==> config.mk <==
export PLATFORM = sky130hd
export DESIGN_NAME = period_timer
export DESIGN_NICKNAME = d
export VERILOG_FILES = /design/src/rtl/timer_pkg.sv /design/src/rtl/tmr_addr_dec.sv /design/src/rtl/tmr_counter.sv /design/src/rtl/tmr_irq_ctrl.sv /design/src/rtl/period_timer.sv
export SDC_FILE = /design/constraint.sdc
export NUM_CORES = 1
export LEC_CHECK = 0
export BUFFER_PORTS_ARGS = -buffer_cell sky130_fd_sc_hd__buf_2
export CAP_MARGIN = 20
export CORE_ASPECT_RATIO = 1.2
export CORE_UTILIZATION = 35
export DETAILED_ROUTE_END_ITERATION = 8
export HOLD_SLACK_MARGIN = 0.08
export PLACE_DENSITY_LB_ADDON = 0.05
export SETUP_SLACK_MARGIN = 0.15
export SLEW_MARGIN = 10
export SYNTH_ARGS = -nofsm -noshare
export SYNTH_HDL_FRONTEND = slang
export SYNTH_HIERARCHICAL = 1
export SYNTH_SLANG_ARGS = --single-unit
==> constraint.sdc <==
create_clock -name clk_i -period 6.3 [get_ports clk_i]
set_input_delay 0.63 -clock clk_i [delete_from_list [all_inputs] [get_ports clk_i]]
set_output_delay 0.63 -clock clk_i [all_outputs]
set_load 0.05 [all_outputs]
==> src/rtl/timer_pkg.sv <==
package timer_pkg;
  localparam int NUM_REGS = 4;
  localparam int IDX_W    = $clog2(NUM_REGS);
  localparam int RUN_BIT  = 0;
  localparam int IEN_BIT  = 1;

  typedef enum logic [IDX_W-1:0] {
    REG_PERIOD = 2'd0,
    REG_CTRL   = 2'd1,
    REG_ACK    = 2'd2,
    REG_EOS    = 2'd3
  } reg_idx_e;
endpackage

==> src/rtl/tmr_addr_dec.sv <==
module tmr_addr_dec
  import timer_pkg::*;
#(
  parameter int                ADDR_W    = 32,
  parameter logic [ADDR_W-1:0] BASE_ADDR = 32'hFFFF_0000
) (
  input  logic                clk_i,
  input  logic                rst_ni,
  input  logic [ADDR_W-1:0]   addr_i,
  output logic [NUM_REGS-1:0] sel_o
);
  localparam int OFF_W = IDX_W + 2;

  logic win_hit;
  assign win_hit = (addr_i[ADDR_W-1:OFF_W] == BASE_ADDR[ADDR_W-1:OFF_W]);

  for (genvar i = 0; i < NUM_REGS; i++) begin : g_sel
    assign sel_o[i] = win_hit && (addr_i[OFF_W-1:2] == IDX_W'(i));
  end

  AST_SEL_ONEHOT: assert property (@(posedge clk_i) disable iff (!rst_ni)
    $onehot0(sel_o));
  AST_OUTSIDE_NO_SEL: assert property (@(posedge clk_i) disable iff (!rst_ni)
    (addr_i[ADDR_W-1:OFF_W] != BASE_ADDR[ADDR_W-1:OFF_W]) |-> (sel_o == '0));
endmodule

==> src/rtl/tmr_counter.sv <==
module tmr_counter #(
  parameter int CNT_W = 32
) (
  input  logic             clk_i,
  input  logic             rst_ni,
  input  logic             run_i,
  input  logic [CNT_W-1:0] period_i,
  output logic             tick_o
);
  logic [CNT_W-1:0] cnt_q, cnt_d;
  logic             en;

  assign en     = run_i && (period_i != '0);
  // >= keeps wrap safe if the period is lowered below the current count
  assign tick_o = en && (cnt_q >= period_i - CNT_W'(1));

  always_comb begin
    cnt_d = cnt_q;
    if (tick_o)  cnt_d = '0;
    else if (en) cnt_d = cnt_q + CNT_W'(1);
  end

  always_ff @(posedge clk_i or negedge rst_ni) begin
    if (!rst_ni) cnt_q <= '0;
    else         cnt_q <= cnt_d;
  end

  AST_HOLD_WHEN_STOPPED: assert property (@(posedge clk_i) disable iff (!rst_ni)
    !run_i |=> $stable(cnt_q));
  AST_ZERO_PERIOD_HOLD: assert property (@(posedge clk_i) disable iff (!rst_ni)
    (period_i == '0) |=> $stable(cnt_q));
  AST_WRAP_ON_TICK: assert property (@(posedge clk_i) disable iff (!rst_ni)
    tick_o |=> (cnt_q == '0));
endmodule

==> src/rtl/tmr_irq_ctrl.sv <==
module tmr_irq_ctrl (
  input  logic clk_i,
  input  logic rst_ni,
  input  logic tick_i,
  input  logic ien_i,
  input  logic ack_i,
  input  logic eos_i,
  output logic irq_o
);
  logic irq_q, busy_q, pend_q;
  logic irq_d, busy_d, pend_d;
  logic raise;

  always_comb begin
    busy_d = busy_q && !eos_i;
    pend_d = pend_q;
    raise  = 1'b0;
    if (eos_i && pend_q) begin
      raise  = 1'b1;
      pend_d = 1'b0;
    end
    if (tick_i && ien_i) begin
      if (busy_d || raise) pend_d = 1'b1;
      else                 raise  = 1'b1;
    end
    busy_d = busy_d || raise;
    irq_d  = (irq_q && !ack_i) || raise;
  end

  always_ff @(posedge clk_i or negedge rst_ni) begin
    if (!rst_ni) begin
      irq_q  <= 1'b0;
      busy_q <= 1'b0;
      pend_q <= 1'b0;
    end else begin
      irq_q  <= irq_d;
      busy_q <= busy_d;
      pend_q <= pend_d;
    end
  end

  assign irq_o = irq_q;

  AST_ACK_DROPS_IRQ: assert property (@(posedge clk_i) disable iff (!rst_ni)
    (ack_i && busy_q) |=> !irq_o);
  AST_NO_RAISE_IN_SERVICE: assert property (@(posedge clk_i) disable iff (!rst_ni)
    $rose(irq_o) |-> ($past(eos_i) || !$past(busy_q)));
  AST_PEND_ONLY_IN_SERVICE: assert property (@(posedge clk_i) disable iff (!rst_ni)
    pend_q |-> busy_q);
endmodule

==> src/rtl/period_timer.sv <==
module period_timer
  import timer_pkg::*;
#(
  parameter int                ADDR_W    = 32,
  parameter int                DATA_W    = 32,
  parameter int                CNT_W     = 32,
  parameter logic [ADDR_W-1:0] BASE_ADDR = 32'hFFFF_0000
) (
  input  logic              clk_i,
  input  logic              rst_ni,
  input  logic [ADDR_W-1:0] addr_i,
  input  logic              wr_en_i,
  input  logic [DATA_W-1:0] wdata_i,
  output logic [DATA_W-1:0] rdata_o,
  output logic              irq_o
);
  logic [NUM_REGS-1:0] sel;
  logic [CNT_W-1:0]    period_q;
  logic                run_q, ien_q;
  logic                tick;

  tmr_addr_dec #(
    .ADDR_W   (ADDR_W),
    .BASE_ADDR(BASE_ADDR)
  ) u_dec (
    .clk_i (clk_i),
    .rst_ni(rst_ni),
    .addr_i(addr_i),
    .sel_o (sel)
  );

  always_ff @(posedge clk_i or negedge rst_ni) begin
    if (!rst_ni) begin
      period_q <= '0;
      run_q    <= 1'b0;
      ien_q    <= 1'b0;
    end else if (wr_en_i) begin
      if (sel[REG_PERIOD]) period_q <= wdata_i[CNT_W-1:0];
      if (sel[REG_CTRL]) begin
        run_q <= wdata_i[RUN_BIT];
        ien_q <= wdata_i[IEN_BIT];
      end
    end
  end

  always_comb begin
    rdata_o = '0;
    if (sel[REG_PERIOD]) rdata_o = DATA_W'(period_q);
    if (sel[REG_CTRL]) begin
      rdata_o[RUN_BIT] = run_q;
      rdata_o[IEN_BIT] = ien_q;
    end
  end

  tmr_counter #(.CNT_W(CNT_W)) u_cnt (
    .clk_i   (clk_i),
    .rst_ni  (rst_ni),
    .run_i   (run_q),
    .period_i(period_q),
    .tick_o  (tick)
  );

  tmr_irq_ctrl u_irq (
    .clk_i (clk_i),
    .rst_ni(rst_ni),
    .tick_i(tick),
    .ien_i (ien_q),
    .ack_i (wr_en_i && sel[REG_ACK]),
    .eos_i (wr_en_i && sel[REG_EOS]),
    .irq_o (irq_o)
  );

  AST_STROBE_READ_ZERO: assert property (@(posedge clk_i) disable iff (!rst_ni)
    (sel[REG_ACK] || sel[REG_EOS]) |-> (rdata_o == '0));
  AST_CTRL_WRITE_TAKES: assert property (@(posedge clk_i) disable iff (!rst_ni)
    (wr_en_i && sel[REG_CTRL]) |=> (run_q == $past(wdata_i[RUN_BIT])));
endmodule

; Word level (Yosys, flattened, before mapping)
; Cells that the tools add are included.
[word_totals]
ff_bits = 69
inputBits = 67
output_inout_bits = 33
wordCells = 46
[op_classes]
addsub = 2
order_cmp = 1
n_eq_ne = 4
muxes = 10
n_reduce_logical = 22
[ops]
columns = cell, n
row1 = 32-bit two-way mux, 3
row2 = "32-bit by 1-bit adder with 32-bit output, second input constant", 1
row3 = 32-bit greater-or-equal comparator, 1
row4 = 32-bit nonzero test, 1
row5 = "32-bit by 1-bit subtractor with 32-bit output, second input constant", 1
row6 = "28-bit == test, second input constant", 1
row7 = 1-bit logical AND, 12
row8 = 1-bit two-way mux, 6
row9 = "2-bit == test, second input constant", 2
row10 = 2-bit AND reduction, 2
row11 = 1-bit logical OR, 3
row12 = "2-bit by 1-bit == test with 1-bit output, second input constant", 1
row13 = 1-bit logical NOT, 2
row14 = 2-bit logical NOT, 1
row15 = 2-bit two-way mux, 1
row16 = 2-bit nonzero test, 1

; Depth between registers and ports, before layout
[logic_depth]
depth_word = 9
ltp_mapped = 18
ltp_nobuf = 16

; By module
; Netlist, hierarchy kept.
[modules_own_cells]
columns = module, n_inst, cells_per_inst, area_per_inst_um2
row1 = tmr_counter, 1, 361, 3019.1
row2 = period_timer, 1, 114, 1626.6
row3 = tmr_irq_ctrl, 1, 14, 135.1
row4 = tmr_addr_dec, 1, 17, 120.1

; Least setup slack after synthesis
; Ideal clock, no wire load.
[synth_path]
kind = flip-flop to flip-flop
startpoint = register period_q[9]
endpoint = register u_irq.pend_q
t_arrival_ns = 4.167
required_time_ns = 6.178
path_slack_ns = 2.011
path_stages_with_launch = 17
n_path_buf = 2
period_less_slack_ns = 4.289
path_cell_list = dfrtp_1 or4_1 or3_1 or2_2 clkbuf_1 nor3_1 xnor2_1 ha_1 a21oi_1 o21ai_0 a2111oi_0 a31oi_1 nor3_1 clkbuf_1 nor2_1 a31oi_1 o21ai_1
[synth_between]
elab_chain_cells = 5
word_cells_on_any_way = 7
[synth_rtl]
columns = element, line_no
row1 = "start, declared", period_timer.sv:18  ; logic [CNT_W-1:0] period_q;
row2 = "start signal, assigned", period_timer.sv:38  ; if (sel[REG_PERIOD]) period_q <= wdata_i[CNT_W-1:0];
row3 = 32-bit by 1-bit subtractor with 32-bit output / 32-bit nonzero test (equally long branches), "tmr_counter.sv:15, tmr_counter.sv:13"
row4 = 32-bit greater-or-equal comparator / 1-bit logical AND (equally long branches), "tmr_counter.sv:15, tmr_counter.sv:13"
row5 = 1-bit logical AND (*), tmr_counter.sv:15  ; assign tick_o = en && (cnt_q >= period_i - CNT_W'(1));
row6 = via tick, period_timer.sv:20  ; logic tick;
row7 = 1-bit logical AND (*), tmr_irq_ctrl.sv:22  ; if (tick_i && ien_i) begin
row8 = 1-bit two-way mux (*), tmr_irq_ctrl.sv:22
row9 = via u_irq.pend_d, tmr_irq_ctrl.sv:11  ; logic irq_d, busy_d, pend_d;
row10 = "end signal, assigned", tmr_irq_ctrl.sv:38  ; pend_q <= pend_d;
row11 = "end, declared", tmr_irq_ctrl.sv:10  ; logic irq_q, busy_q, pend_q;
; Mark *: on every way through the listed nets, which the timed path passes. The rest lies on a longest branch.
; A chain may end at the register's enable or synchronous reset.

; Worst setup path in the final report
[layout_path]
startpoint = register period_q[2]
endpoint = register u_cnt.cnt_q[13]
[layout_between]
elab_chain_cells = 4
word_cells_on_any_way = 7
[layout_rtl]
columns = element, line_no
row1 = 32-bit by 1-bit subtractor with 32-bit output / 32-bit nonzero test (equally long branches), "tmr_counter.sv:15, tmr_counter.sv:13"
row2 = 32-bit greater-or-equal comparator / 1-bit logical AND (equally long branches), "tmr_counter.sv:15, tmr_counter.sv:13"
row3 = 1-bit logical AND, tmr_counter.sv:15
row4 = 32-bit two-way mux / 2-bit nonzero test (equally long branches), n/a
row5 = "end signal, assigned", tmr_counter.sv:25  ; else cnt_q <= cnt_d;
row6 = "end, declared", tmr_counter.sv:10  ; logic [CNT_W-1:0] cnt_q, cnt_d;
; Several ways; a longest one is shown, not always the timed one.

==> results.toml <==
[synthesis]
synth.distinct_cells = 51
synth_area_per_cell_um2 = 9.686
synthArstFlopShare_pct = 100.0
synth-seq-area-share_pct = 35.23
synth_edf_count = 0
synth_area_um2 = 4901
syn_nets = 607
synth_warnings = 6
synthCells = 506
synth_ff_type = "dfrtp_1"
ys_seq_elements = 69

[floorplanning]
start_util_pct = 35.62
core-area_um2 = 13760
die_w_um = 110.0
die_h_um = 131.6
rows = 47
design.die.area_um2 = 14480
io_pins = 100

[drt]
num_vias = 4121
wl_um = 12880
drtIter0Drc = 157
drt-wirelength-per-cell_um = 16.59
firstDrtPassIters = 4
drcViolationCount = 0
avgViaCountPerCell = 5.311
ant_nets = 0

[job]
cap_violations = 0

[layout]
nNetsFinal = 701
syn_to_final_growth_pct = 19.40
n_fill_cell = 1373
design_area_um2 = 5852
post-route-util_pct = 42.53
drive_gt1_share_pct = 26.61
antenna_cells = 0

[timing]
slew_viol_final = 0
tns_ns = 0
slew_headroom_pct = 27.78
fin_worst_skew_ns = 0.009758
setup_ws_ns = 1.087
setup-violations-final = 0
fin_crit_sh_pct = 82.74
worst_slew_pin_slew_ns = 1.080
hold_viol_final = 0
rsz0062_at_grt = "no"
timing.fmax_mhz = 191.8
fin_crit_ns = 5.213

[power]
vdd_ir_drop_max_uv = 104.9
p_sw_uw = 218.7
internal_power_uw = 815.7
power_density_nw_per_um2 = 176.8
power_frac_comb_pct = 3.1
power_frac_seq_pct = 42.9
p_sw_share_pct = 21.14
finalPower_uw = 1034
p_leak_uw = 0.003040
p_clk_share_pct = 54.0

[global_route]
grt_pass1_vias = 4028
grt_pass1_wl_um = 20510
grt_max_degree = 70
grt-ovfl-total = 0
track_usage_pct = 18.95
antenna_found_initial = 0

[place]
dp.final_hpwl_um = 9499
dpl_cell_area_um2 = 5527
portBuffers = 97
place_ws_ns = 1.116
place.gp.congestion = 0.7490

[clock_tree]
clk_latency_ns = 0.34
clk_pin_slew_ns = 0.06
clockBufferDepth = 2
postCtsHoldBufs = 0
ctsRootBufferMaster = "clkbuf_16"
postCtsSetupBuffers = 0
clock-sinks = 69
cts.repair.resized = 0
cts_htree_levels = 3
cts_buffers = 9
cts_tree = "built"

[worst_setup_path]
end_kind = "flip-flop"
cp.arrival_ns = 5.47
cp_max_fo = 25
start_kind = "flip-flop"
timing.setup.critical_path_class = "flip-flop to flip-flop"
crit_required_ns = 6.55

[outcome]
status = "finished clean"

[min_path]
hp-class = "primary input to async pin"
-- cell type report --
cell class | instances | area (um^2) | share of cell area, %
clock buffer | 10 | 239.0 | 4.084
clock inverter | 6 | 86.33 | 1.475
inverter | 10 | 37.54 | 0.6414
multi-input combinational | 410 | 3040 | 51.96
sequential | 69 | 1727 | 29.51
tap | 171 | 214.0 | 3.656
timing repair buffer | 100 | 508.0 | 8.681
-- cell usage after synthesis (2+ instances only) --
master     n  area (um^2)
o21a_1     4        30.03
mux2_2     4        45.04
clkbuf_1  10        37.54
xor2_1    10        87.58
and2_1    35        219.0
mux2_4    30        450.4
buf_6      6        67.56
or3_1      7        43.79
nand3_1   13        65.06
nor2_1    37        138.9
o22ai_1    7        43.79
or4_1      3        22.52
nor3_1    15        75.07
mux2i_1    2        20.02
a211oi_1   4        30.03
dfrtp_1   69         1727
and4_1     4        35.03
nor4_1    11        68.82
or2_2      3        18.77
o21ai_0   17        85.08
nand2_1   45        168.9
nor2b_1    3        18.77
nand4_1   13        81.33
xnor2_1   20        175.2
inv_1     10        37.54
nand4b_1   2        17.52
ha_1      34        425.4
a21o_1    17        127.6
a21oi_1   11        55.05
and3_1    11        68.82
nand3b_1   3        22.52
o211ai_1   4        30.03
nand2b_1   7        43.79
a22o_1    17        148.9
a31oi_1    2        12.51
-- worst paths after layout --
path	start	to	slack (ns)	depth (start not counted)
worst max register to register	period_q[2]	u_cnt/cnt_q[13]	1.09	14
max in group asynchronous	rst_ni	period_q[12]	5.17	2
worst max-delay path	period_q[2]	u_cnt/cnt_q[13]	1.09	14
min in group clk_i	wdata_i[2]	period_q[2]	0.51	2
worst min register to register	u_irq/irq_o	u_irq/irq_o	0.52	2
worst min-delay path	rst_ni	u_cnt/cnt_q[23]	0.49	2
-- worst max-delay path, stage by stage (launching register included) --
cell	delay, ns
dfrtp_1	0.46
nor3_1	0.41
nand4b_1	0.29
or4_1	0.74
nor2_1	0.23
nand3b_1	0.11
xor2_1	0.16
ha_1	0.29
nand4_1	0.16
nor2_1	0.07
a22oi_1	0.33
a31oi_1	0.14
nor3_4	0.88
nand2_1	0.53
o22ai_1	0.31
-- cells in the final DEF, fill, tap and decap left out, types with 3 or more instances in the layout --
cell type	instances
ha_1	34
or3_1	7
and2_1	35
nand2b_1	7
o22ai_1	7
xor2_1	10
o211ai_1	4
a21o_1	17
nor3_1	13
a22o_1	17
nand4_1	13
xnor2_1	20
a21oi_1	11
mux2_4	30
nor4_1	11
clkbuf_16	9
buf_4	3
nand3_1	13
o21ai_0	17
inv_1	10
and3_1	11
buf_2	97
and4_1	4
nand3b_1	3
or4_1	3
nor2_1	37
or2_2	3
mux2_2	4
o21a_1	4
dfrtp_1	69
nand2_1	45
nor2b_1	3
a211oi_1	4
-- per-layer routing --
layer | global-route usage [%] | wire, um
met1 | 21.78 | 5534
met2 | 34.58 | 6832
met3 | 3.621 | 381
met4 | 5.556 | 128
met5 | 0 | 0
-- registers in the layout, indices dropped and copies added, names as in the netlist --
register      flops
u_irq/busy_q      1
u_cnt/cnt_q      32
ien_q             1
u_irq/pend_q      1
run_q             1
period_q         32
u_irq/irq_o       1
-- power groups by stage --
stage | logic [uW] | clock network, uW | registers (uW)
6_report | 32.2 | 559 | 443
4_1_cts | 33.8 | 577 | 443
3_3_place_gp | 33.2 | 0 | 451
3_5_place_dp | 33.8 | 0 | 451
2_1_floorplan | 2.51 | 0 | 451
5_1_grt | 37.2 | 595 | 443
-- metrics by stage --
stage	cells	hold slack, ns
6_report	776	0.4930
5_1_grt	776	0.5090
4_1_cts	776	0.4963
3_5_place_dp	760	0.5020
3_3_place_gp	760	0.5015
2_1_floorplan	506	0.3344
-- cells by family after synthesis --
family	Yosys count	synth area share, %
AND/OR/NAND/NOR	218	23.90
XOR/XNOR	30	5.361
buffers and inverters	27	3.064
flip-flops	69	35.23
AO/OA/AOI/OAI	92	13.25
adder cells (fa/ha/maj)	34	8.680
multiplexers	36	10.52
Power figures use the tool's default switching activity.
